===== config.mk =====
export PLATFORM = sky130hd
export DESIGN_NAME = junction_ctrl
export DESIGN_NICKNAME = d
export VERILOG_FILES = /design/src/rtl/jc_pkg.sv /design/src/rtl/jc_timer.sv /design/src/rtl/jc_phase_fsm.sv /design/src/rtl/junction_ctrl.sv
export SDC_FILE = /design/constraint.sdc
export NUM_CORES = 1
export LEC_CHECK = 0
export ABC_AREA = 1
export BUFFER_PORTS_ARGS = -buffer_cell sky130_fd_sc_hd__buf_2
export CAP_MARGIN = 10
export CORE_AREA = 8 8 45 47
export DETAILED_ROUTE_END_ITERATION = 7
export DIE_AREA = 0 0 53 55
export PLACE_DENSITY = 0.67
export SETUP_SLACK_MARGIN = 0.05
export SLEW_MARGIN = 40
export SYNTH_ARGS = -nofsm -noshare
export SYNTH_HDL_FRONTEND = slang
export SYNTH_SLANG_ARGS = --single-unit

===== constraint.sdc =====
create_clock -name clk -period 1.6 [get_ports clk]
set_input_delay 0.24 -clock clk [delete_from_list [all_inputs] [get_ports clk]]
set_output_delay 0.24 -clock clk [all_outputs]
set_load 0.01 [all_outputs]

===== src/rtl/jc_pkg.sv =====
package jc_pkg;
    typedef enum logic {
        PH_MAJOR_GO = 1'b0,
        PH_MINOR_GO = 1'b1
    } phase_t;

    typedef enum logic {
        TM_IDLE  = 1'b0,
        TM_COUNT = 1'b1
    } tmr_t;
endpackage


===== src/rtl/jc_timer.sv =====
module jc_timer
    import jc_pkg::*;
#(
    parameter int LIMIT = 255,
    parameter int CW    = $clog2(LIMIT + 2)
) (
    input  logic clk,
    input  logic rst_n,
    input  logic start,
    output logic timeout
);
    tmr_t          st, st_nx;
    logic [CW-1:0] cnt;

    // state register
    always_ff @(posedge clk or negedge rst_n) begin
        if (!rst_n) st <= TM_IDLE;
        else        st <= st_nx;
    end

    // next state
    always_comb begin
        unique case (st)
            TM_IDLE:  st_nx = start   ? TM_COUNT : TM_IDLE;
            TM_COUNT: st_nx = timeout ? TM_IDLE  : TM_COUNT;
            default:  st_nx = TM_IDLE;
        endcase
    end

    // dwell counter
    always_ff @(posedge clk or negedge rst_n) begin
        if (!rst_n) begin
            cnt <= '0;
        end else begin
            unique case (st)
                TM_IDLE:  cnt <= '0;
                TM_COUNT: cnt <= cnt + 1'b1;
                default:  cnt <= '0;
            endcase
        end
    end

    // outputs
    always_comb begin
        unique case (st)
            TM_COUNT: timeout = (cnt == CW'(LIMIT));
            default:  timeout = 1'b0;
        endcase
    end

    // an armed timer starts counting from zero
    assert_arm_from_zero_R4: assert property (@(posedge clk) disable iff (!rst_n)
        (st == TM_IDLE && start) |=> (st == TM_COUNT && cnt == '0));

    // the count never runs past the limit
    assert_no_overflow_R4: assert property (@(posedge clk) disable iff (!rst_n)
        (st == TM_COUNT) |-> (cnt <= CW'(LIMIT)));

    // the timeout flag is a single-cycle pulse
    assert_timeout_pulse_R7: assert property (@(posedge clk) disable iff (!rst_n)
        timeout |=> !timeout);
endmodule


===== src/rtl/jc_phase_fsm.sv =====
module jc_phase_fsm
    import jc_pkg::*;
(
    input  logic   clk,
    input  logic   rst_n,
    input  logic   car,
    input  logic   timed,
    output phase_t phase,
    output logic   start_timer,
    output logic   major_go,
    output logic   minor_go
);
    phase_t ph_nx;

    // state register
    always_ff @(posedge clk or negedge rst_n) begin
        if (!rst_n) phase <= PH_MAJOR_GO;
        else        phase <= ph_nx;
    end

    // next state: car seen / dwell over
    always_comb begin
        unique case (phase)
            PH_MAJOR_GO: ph_nx = car   ? PH_MINOR_GO : PH_MAJOR_GO;
            PH_MINOR_GO: ph_nx = timed ? PH_MAJOR_GO : PH_MINOR_GO;
            default:     ph_nx = PH_MAJOR_GO;
        endcase
    end

    // outputs: lights are Moore, the start request is Mealy
    always_comb begin
        unique case (phase)
            PH_MAJOR_GO: begin
                major_go    = 1'b1;
                minor_go    = 1'b0;
                start_timer = car;
            end
            PH_MINOR_GO: begin
                major_go    = 1'b0;
                minor_go    = 1'b1;
                start_timer = 1'b0;
            end
            default: begin
                major_go    = 1'b1;
                minor_go    = 1'b0;
                start_timer = 1'b0;
            end
        endcase
    end

    // a sensed car hands the green to the minor road next cycle
    assert_car_moves_R3: assert property (@(posedge clk) disable iff (!rst_n)
        (phase == PH_MAJOR_GO && car) |=> (phase == PH_MINOR_GO));

    // without timeout the minor phase holds whatever car does
    assert_minor_hold_R5: assert property (@(posedge clk) disable iff (!rst_n)
        (phase == PH_MINOR_GO && !timed) |=> (phase == PH_MINOR_GO));

    // no car keeps the major road green
    assert_major_hold_R8: assert property (@(posedge clk) disable iff (!rst_n)
        (phase == PH_MAJOR_GO && !car) |=> (phase == PH_MAJOR_GO));

    // exactly one road is green
    assert_onehot_R6: assert property (@(posedge clk) disable iff (!rst_n)
        $onehot({major_go, minor_go}));
endmodule


===== src/rtl/junction_ctrl.sv =====
module junction_ctrl
    import jc_pkg::*;
#(
    parameter int LIMIT = 255
) (
    input  logic clk,
    input  logic rst_n,
    input  logic car,
    output logic major_go,
    output logic minor_go,
    output logic start_timer,
    output logic phase_dbg,
    output logic timed_dbg
);
    localparam int CW = $clog2(LIMIT + 2);

    phase_t phase;
    logic   start_w;
    logic   timed_w;

    jc_phase_fsm u_phase (
        .clk         (clk),
        .rst_n       (rst_n),
        .car         (car),
        .timed       (timed_w),
        .phase       (phase),
        .start_timer (start_w),
        .major_go    (major_go),
        .minor_go    (minor_go)
    );

    jc_timer #(
        .LIMIT (LIMIT),
        .CW    (CW)
    ) u_timer (
        .clk     (clk),
        .rst_n   (rst_n),
        .start   (start_w),
        .timeout (timed_w)
    );

    assign start_timer = start_w;
    assign phase_dbg   = phase;
    assign timed_dbg   = timed_w;

    // timeout only arrives during the minor green
    assert_timed_in_minor_R7: assert property (@(posedge clk) disable iff (!rst_n)
        timed_w |-> (phase == PH_MINOR_GO));

    // timeout ends the minor green at the next edge
    assert_return_R4: assert property (@(posedge clk) disable iff (!rst_n)
        timed_w |=> (phase == PH_MAJOR_GO));
endmodule


==> impl_metrics.prom, run 1 <==
# TYPE chip_impl_metric gauge
chip_impl_info{name="yosys-top-cells-area",value="dfrtp_1, nand2_1, nor2_1, inv_1, ha_1"} 1
chip_impl_metric{name="post_drt_wl_per_cell",unit="µm"} 10.8
chip_impl_metric{name="row_count",unit=""} 14
chip_impl_metric{name="number_of_h_tree_levels",unit=""} 1
chip_impl_metric{name="fin_nets",unit=""} 85
chip_impl_metric{name="leakage_power",unit="nW"} 0.382
chip_impl_metric{name="power.clock.fraction",unit=""} 0.402
chip_impl_info{name="min-delay-path-class",value="input pin to flop"} 1
chip_impl_metric{name="crit_cells",unit=""} 9
chip_impl_info{name="clk_root_buffer_cell",value="clkbuf_4"} 1
chip_impl_info{name="top_signal_layer_used",value="met4"} 1
chip_impl_metric{name="vdd_ir_drop_max",unit="V"} 0.000296
chip_impl_metric{name="drc",unit=""} 0
chip_impl_metric{name="finalWorstPathRequiredPeriod",unit="ns"} 1.75
chip_impl_info{name="timing_worst_setup_path_type",value="flop to output pin"} 1
chip_impl_metric{name="ff2ff_path_depth",unit=""} 11
chip_impl_metric{name="yosysSeqAreaShare",unit=""} 0.537
chip_impl_metric{name="initial_utilization",unit=""} 0.371
chip_impl_metric{name="final_period_utilization",unit=""} 1.09
chip_impl_metric{name="timing.max_slew.rel_slack",unit=""} 0.814
chip_impl_metric{name="totalPowerFinal",unit="W"} 0.000479
chip_impl_metric{name="antenna_violating_nets_post_route",unit=""} 0
chip_impl_metric{name="p_comb_frac",unit=""} 0.019
chip_impl_metric{name="synthesis.instances",unit=""} 61
chip_impl_metric{name="final_area",unit="µm²"} 682
chip_impl_info{name="result_of_the_run",value="finished with violations"} 1
chip_impl_metric{name="initialDrtViolationCount",unit=""} 3
chip_impl_metric{name="tightestPinTransition",unit="ns"} 0.279
chip_impl_metric{name="delay_of_the_slowest_cell_on_the_worst_path",unit="ns"} 0.36
chip_impl_metric{name="place.port_buffers",unit=""} 7
chip_impl_metric{name="synth_nets",unit=""} 66
chip_impl_metric{name="ioPinCount",unit=""} 8
chip_impl_metric{name="timing.hold.worst_path_depth",unit=""} 3
chip_impl_metric{name="finalCoreUtilization",unit=""} 0.493
chip_impl_metric{name="drv.max_cap_violation_count",unit=""} 0
chip_impl_metric{name="syn2layout_area_growth",unit="%"} 32.9
chip_impl_metric{name="worst-path-max-fanout",unit=""} 2
chip_impl_metric{name="dieHeight",unit="µm"} 55
chip_impl_metric{name="die_x",unit="µm"} 53
chip_impl_metric{name="detail_route.first_pass.iterations",unit=""} 2
chip_impl_metric{name="place.gp.congestion",unit=""} 0.714
chip_impl_metric{name="synth.top_cell.area_share",unit=""} 0.537
chip_impl_metric{name="path_buf_inv",unit=""} 3
chip_impl_metric{name="antenna-diode-count",unit=""} 0
chip_impl_metric{name="core_region_area",unit="µm²"} 1380
chip_impl_metric{name="post-dp-hpwl",unit="µm"} 709
chip_impl_metric{name="finalMaxSlewViolations",unit=""} 0
chip_impl_info{name="crit_path_frequent_cell",value="nand2_2"} 1
chip_impl_metric{name="timing.final.setup_violations",unit=""} 1
chip_impl_metric{name="total_clock_buffers_created_by_cts",unit=""} 3
chip_impl_metric{name="yosysWarnings",unit=""} 0
chip_impl_metric{name="routedLengthMet1",unit="µm"} 400
chip_impl_info{name="worstSetupStartpointType",value="flop"} 1
chip_impl_metric{name="max_clock_freq",unit="MHz"} 571
chip_impl_metric{name="internal-power",unit="W"} 0.000378
chip_impl_metric{name="grt_remaining_overflow",unit=""} 0
chip_impl_metric{name="met2WireLength",unit="µm"} 556
chip_impl_metric{name="grt_first_pass_wirelength",unit="µm"} 1820
chip_impl_info{name="endpoint_kind",value="output pin"} 1
chip_impl_metric{name="numClockSinks",unit=""} 11
chip_impl_info{name="path_cells",value="ha_2 > nand2_2 > inv_2 > nand2_2 > nor2_2 > ha_2 > nand2_2 > inv_2 > buf_6"} 1
chip_impl_metric{name="clkSlewWorstSetupHoldPaths",unit="ns"} 0.07
chip_impl_info{name="rsz_0062_raised_after_global_routing",value="true"} 1
chip_impl_metric{name="p_sw",unit="W"} 0.000101
chip_impl_metric{name="required",unit="ns"} 1.36
chip_impl_info{name="critPathSlowestCell",value="dfrtp_1"} 1
chip_impl_metric{name="grt_max_degree",unit=""} 12
chip_impl_metric{name="first_global_vias",unit=""} 459
chip_impl_metric{name="clkLatencyLatePin",unit="ns"} 0.27
chip_impl_metric{name="drt-total-wl",unit="µm"} 1030
chip_impl_metric{name="netSwitchingFraction",unit=""} 0.212
chip_impl_info{name="violations",value="setup timing"} 1
chip_impl_metric{name="grt_use_total",unit=""} 0.0897
chip_impl_metric{name="antenna_found_initial",unit=""} 0
chip_impl_metric{name="detailroute.via_count",unit=""} 427
chip_impl_metric{name="nFillCells",unit=""} 134
chip_impl_metric{name="final_hold_viol_count",unit=""} 0
chip_impl_info{name="synthDominantAreaCellType",value="dfrtp_1"} 1
chip_impl_metric{name="synth-seq-cells",unit=""} 11
chip_impl_metric{name="met3WireLength",unit="µm"} 34
chip_impl_metric{name="syn-mean-instance-area",unit="µm²"} 8.41
chip_impl_metric{name="layout-drive-gt1-share",unit=""} 0.392
chip_impl_metric{name="synthesis.area",unit="µm²"} 513
chip_impl_metric{name="yosys.cell_types.count",unit=""} 12
chip_impl_metric{name="setup_ws",unit="ns"} -0.151
chip_impl_metric{name="placed_area",unit="µm²"} 576
chip_impl_metric{name="fin_tns_setup",unit="ns"} -0.151
chip_impl_metric{name="pre_cts_ws",unit="ns"} 0.0604
chip_impl_metric{name="die-area",unit="µm²"} 2920
chip_impl_metric{name="rrSetupSlack",unit="ns"} 0.10
chip_impl_metric{name="cp_data_arrival_time",unit="ns"} 1.51
chip_impl_metric{name="via_density_per_instance",unit=""} 4.49
chip_impl_info{name="critical-path-top-delay-family",value="adder cells"} 1
chip_impl_metric{name="power_density",unit="nW/µm²"} 703
chip_impl_metric{name="cts.path.max_buffers",unit=""} 2
chip_impl_metric{name="final.setup_skew",unit="ns"} 0.00366
chip_impl_metric{name="seq_power_share",unit=""} 0.580
chip_impl_info{name="tritoncts",value="done"} 1
==> cell families (layout without fill, tap and decap cells) <==
logic type | after synthesis | count (layout) | synth area share
XOR/XNOR | 1 | 1 | 0.0171
adder cells (fa/ha/maj) | 2 | 2 | 0.0488
AND/OR/NAND/NOR | 30 | 30 | 0.251
AO/OA/AOI/OAI | 6 | 6 | 0.0585
buffers and inverters | 11 | 29 | 0.0878
flip-flops | 11 | 11 | 0.537
==> power groups by stage <==
stage / Clock (W) / Combinational [W] / Sequential (W)
finish: 0.000192 / 0.00000895 / 0.000278
global route: 0.000222 / 0.0000111 / 0.000278
CTS: 0.000198 / 0.00000952 / 0.000278
detailed placement: 0 / 0.00000768 / 0.000283
global placement: 0 / 0.00000743 / 0.000283
floorplan: 0 / 0.000000000154 / 0.000283
==> sequential cells by signal, summed over array words and instances (netlist names) <==
name and cells:
u_phase.phase 1, u_timer.cnt 9, u_timer.st 1
==> layout make-up <==
| type | instances | area [µm²] | area share |
|---|---|---|---|
| clock buffers | 4 | 26.3 | 0.0385 |
| flip-flops and latches | 11 | 275 | 0.404 |
| multi-input cells | 39 | 215 | 0.316 |
| repair buffers | 15 | 108 | 0.158 |
| inverters | 10 | 37.5 | 0.0550 |
| well taps | 16 | 20.0 | 0.0294 |
==> routing by layer <==
layer,vias to the layer above,GRT usage
met5,-,0
met4,0,0.0776
met3,4,0.0428
met2,6,0.152
met1,199,0.0791
li1,218,-
==> Yosys cell counts, drive strengths merged <==
cell type,instances
inv,10
ha,2
a21oi,3
dfrtp,11
buf,1
xor2,1
o21ai,3
nor2,14
nand2,13
nand3,3
==> worst register-to-register path, stage by stage, from the launching register on <==
cell and delay [ns]:
dfrtp_1 0.39, ha_2 0.21, nand2_2 0.08, inv_2 0.04, nand2_2 0.07, nor2_2 0.04
ha_2 0.17, nand2_2 0.06, inv_2 0.04, buf_4 0.12, buf_6 0.11, o21ai_2 0.11
==> path summary, 6_finish.rpt <==
check | end | from
hold reg to reg | u_timer.cnt[6]$_DFF_PN0_ | u_timer.cnt[6]$_DFF_PN0_
min in group asynchronous | u_timer.cnt[6]$_DFF_PN0_ | rst_n
max in group asynchronous | u_timer.cnt[8]$_DFF_PN0_ | rst_n
setup reg to reg | u_phase.phase$_DFF_PN0_ | u_timer.cnt[0]$_DFF_PN0_
setup / recovery | timed_dbg | u_timer.cnt[0]$_DFF_PN0_
hold / removal | u_phase.phase$_DFF_PN0_ | car
==> stage by stage <==
| stage | instances | hold slack (ns) |
|---|---|---|
| after floorplan | 61 | -0.0556 |
| after global placement | 85 | 0.117 |
| after detailed placement | 85 | 0.122 |
| after CTS | 92 | 0.214 |
| after global routing | 95 | 0.242 |
| final | 95 | 0.230 |
==> layout by cell type, fill, tap and decap left out, drive strengths merged <==
cell type,instances
nand3,3
nor2,14
dlygate4sd3,1
a21oi,3
ha,2
o21ai,3
inv,10
dfrtp,11
xor2,1
buf,14
clkbuf,4
nand2,13
==> timing repair <==
action	4_1_cts	5_1_grt
resized for setup	4	9
setup endpoints to repair	1	3
pin swaps	2	4
endpoints found under the hold margin	11	0
buffers inserted	2	4
hold buffers	1	0
Power figures use the tool's default switching activity.
==> inputs of run 2 (changes only) <==
--- a/config.mk
+++ b/config.mk
@@ -17,3 +17,4 @@
 export SYNTH_ARGS = -nofsm -noshare
 export SYNTH_HDL_FRONTEND = slang
 export SYNTH_SLANG_ARGS = --single-unit
+export TNS_END_PERCENT = 20
==> impl_metrics.prom, run 2 (synthesized netlist as in run 1, its figures left out) <==
# TYPE chip_impl_metric gauge
chip_impl_info{name="result_of_the_run",value="finished with violations"} 1
chip_impl_info{name="violations",value="setup timing"} 1
chip_impl_metric{name="antenna_found_initial",unit=""} 0
chip_impl_metric{name="via_density_per_instance",unit=""} 4.60
chip_impl_info{name="layout_commonest_cell",value="dfrtp_1"} 1
chip_impl_info{name="critPathSlowestCell",value="dfrtp_1"} 1
chip_impl_metric{name="cp_data_arrival_time",unit="ns"} 1.50
chip_impl_metric{name="power_density",unit="nW/µm²"} 703
chip_impl_metric{name="totalPowerFinal",unit="W"} 0.000480
chip_impl_metric{name="post_drt_wl_per_cell",unit="µm"} 10.9
chip_impl_metric{name="grt_first_pass_wirelength",unit="µm"} 1820
chip_impl_info{name="top_signal_layer_used",value="met4"} 1
chip_impl_metric{name="max_clock_freq",unit="MHz"} 574
chip_impl_info{name="timing.hold.worst.start",value="car"} 1
chip_impl_metric{name="drt-total-wl",unit="µm"} 1040
chip_impl_info{name="crit_path_frequent_cell",value="nand2_2"} 1
chip_impl_metric{name="finalWorstPathRequiredPeriod",unit="ns"} 1.74
chip_impl_info{name="worstSetupStartpointType",value="flop"} 1
chip_impl_metric{name="initialDrtViolationCount",unit=""} 0
chip_impl_metric{name="post-dp-hpwl",unit="µm"} 709
chip_impl_metric{name="syn2layout_area_growth",unit="%"} 32.9
chip_impl_metric{name="clkLatencyLatePin",unit="ns"} 0.27
chip_impl_metric{name="required",unit="ns"} 1.36
chip_impl_metric{name="detailroute.via_count",unit=""} 437
chip_impl_metric{name="path_buf_inv",unit=""} 3
chip_impl_metric{name="worst-path-max-fanout",unit=""} 2
chip_impl_info{name="path_cells",value="ha_2 > nand2_2 > inv_2 > nand2_2 > nor2_2 > ha_2 > nand2_2 > inv_2 > buf_6"} 1
chip_impl_metric{name="delay_of_the_slowest_cell_on_the_worst_path",unit="ns"} 0.36
chip_impl_info{name="reg2reg_from",value="u_timer.cnt[0]$_DFF_PN0_"} 1
chip_impl_metric{name="dieHeight",unit="µm"} 55
chip_impl_metric{name="tightestPinTransition",unit="ns"} 0.276
chip_impl_metric{name="final_period_utilization",unit=""} 1.09
chip_impl_info{name="worstHoldEndpoint",value="u_phase.phase$_DFF_PN0_"} 1
chip_impl_metric{name="grt_remaining_overflow",unit=""} 0
chip_impl_metric{name="finalCoreUtilization",unit=""} 0.493
chip_impl_metric{name="fin_worst_hold_slack",unit="ns"} 0.243
chip_impl_metric{name="drc",unit=""} 0
chip_impl_metric{name="timing.max_slew.rel_slack",unit=""} 0.816
chip_impl_metric{name="setup_ws",unit="ns"} -0.143
chip_impl_metric{name="die-area",unit="µm²"} 2920
chip_impl_metric{name="row_count",unit=""} 14
chip_impl_metric{name="grt_use_total",unit=""} 0.0897
chip_impl_info{name="endpoint_kind",value="output pin"} 1
chip_impl_metric{name="place.gp.congestion",unit=""} 0.714
chip_impl_metric{name="detail_route.first_pass.iterations",unit=""} 1
chip_impl_metric{name="number_of_h_tree_levels",unit=""} 1
chip_impl_metric{name="antenna-diode-count",unit=""} 0
chip_impl_metric{name="timing.hold.worst_path_depth",unit=""} 3
chip_impl_metric{name="cts.path.max_buffers",unit=""} 2
chip_impl_metric{name="placed_area",unit="µm²"} 576
chip_impl_metric{name="drv.max_cap_violation_count",unit=""} 0
chip_impl_metric{name="pre_cts_ws",unit="ns"} 0.0604
chip_impl_metric{name="antenna_violating_nets_post_route",unit=""} 0
chip_impl_metric{name="timing.final.setup_violations",unit=""} 1
chip_impl_info{name="critical-path-top-delay-family",value="adder cells"} 1
chip_impl_metric{name="ioPinCount",unit=""} 8
chip_impl_metric{name="fin_nets",unit=""} 85
chip_impl_info{name="timing.rr.end",value="u_timer.st$_DFF_PN0_"} 1
chip_impl_metric{name="final_area",unit="µm²"} 682
chip_impl_info{name="clk_root_buffer_cell",value="clkbuf_4"} 1
chip_impl_metric{name="ff2ff_path_depth",unit=""} 11
chip_impl_info{name="timing_worst_setup_path_type",value="flop to output pin"} 1
chip_impl_metric{name="total_clock_buffers_created_by_cts",unit=""} 3
chip_impl_metric{name="core_region_area",unit="µm²"} 1380
chip_impl_metric{name="die_x",unit="µm"} 53
chip_impl_metric{name="met3WireLength",unit="µm"} 30
chip_impl_metric{name="vdd_ir_drop_max",unit="V"} 0.000291
chip_impl_info{name="layout.cells.most_common_list",value="dfrtp_1, nand2_1, nor2_1"} 1
chip_impl_info{name="min-delay-path-class",value="input pin to flop"} 1
chip_impl_info{name="rsz_0062_raised_after_global_routing",value="true"} 1
chip_impl_metric{name="clkSlewWorstSetupHoldPaths",unit="ns"} 0.07
chip_impl_metric{name="first_global_vias",unit=""} 459
chip_impl_metric{name="numClockSinks",unit=""} 11
chip_impl_info{name="largest_registers",value="u_timer.cnt: 9 flops, u_phase.phase: 1 flops, u_timer.st: 1 flops"} 1
chip_impl_metric{name="routedLengthMet1",unit="µm"} 399
chip_impl_metric{name="final_hold_viol_count",unit=""} 0
chip_impl_info{name="top_register",value="u_timer.cnt"} 1
chip_impl_metric{name="nFillCells",unit=""} 135
chip_impl_metric{name="met2WireLength",unit="µm"} 578
chip_impl_metric{name="initial_utilization",unit=""} 0.371
chip_impl_metric{name="finalMaxSlewViolations",unit=""} 0
chip_impl_metric{name="largest_register_ff_count",unit=""} 9
chip_impl_metric{name="final.setup_skew",unit="ns"} 0.00183
chip_impl_metric{name="grt_max_degree",unit=""} 12
chip_impl_info{name="tritoncts",value="done"} 1
chip_impl_metric{name="place.port_buffers",unit=""} 7
chip_impl_metric{name="layout-drive-gt1-share",unit=""} 0.392
chip_impl_metric{name="rrSetupSlack",unit="ns"} 0.11
chip_impl_metric{name="leakage_power",unit="nW"} 0.382
## run 2: cell counts in the layout (fill, tap and decap cells not counted)
Identical to the previous run, type by type.
## run 2: report_power, final
group	switching, W	internal, W
sequential	0	0.000278
combinational	0.00000568	0.00000331
clock	0.0000963	0.0000966
total	0.000102	0.000378
## run 2: how the worst max path moves through the flow
stage	startpoint	to	slack (ns)	cells after the start
2_1_floorplan	u_timer.cnt[0]$_DFF_PN0_	timed_dbg	0.24	8
3_3_place_gp	u_timer.cnt[0]$_DFF_PN0_	timed_dbg	0.09	9
3_5_place_dp	u_timer.cnt[0]$_DFF_PN0_	timed_dbg	0.06	9
4_1_cts	u_timer.cnt[0]$_DFF_PN0_	timed_dbg	-0.18	9
5_1_grt	u_timer.cnt[0]$_DFF_PN0_	timed_dbg	-0.25	9
6_report	u_timer.cnt[0]$_DFF_PN0_	timed_dbg	-0.14	9
## run 2: per-layer routing
metal | global-route usage | vias up
met3 | 0.0428 | 4
met5 | 0 | -
met4 | 0.0776 | 0
met1 | 0.0791 | 208
met2 | 0.152 | 5
li1 | - | 220
## run 2: area by class of cell
| type | instances | area, µm² | share of cell area |
|---|---|---|---|
| Clock buffer | 4 | 26.3 | 0.0385 |
| Timing Repair Buffer | 15 | 108 | 0.158 |
| Tap cell | 16 | 20.0 | 0.0294 |
| Multi-Input combinational cell | 39 | 215 | 0.316 |
| Sequential cell | 11 | 275 | 0.404 |
| Inverter | 10 | 37.5 | 0.0550 |
## run 2: worst min-delay path, stage by stage
cell and delay [ns]:
buf_2 0.07, nand2_1 0.10, o21ai_2 0.07
## run 2: metrics by stage
step / TNS, ns / std cells
5_1_grt: -0.251 / 95
6_report: -0.143 / 95
4_1_cts: -0.180 / 92
3_5_place_dp: 0 / 85
3_3_place_gp: 0 / 85
2_1_floorplan: 0 / 61
## run 2: what timing repair did
action / 4_1_cts / 5_1_grt
hold endpoints to repair: 11 / 0
pin swaps: 2 / 3
hold buffers: 1 / 0
gates resized for setup: 4 / 9
setup buffers: 2 / 3
setup endpoints to repair: 1 / 3
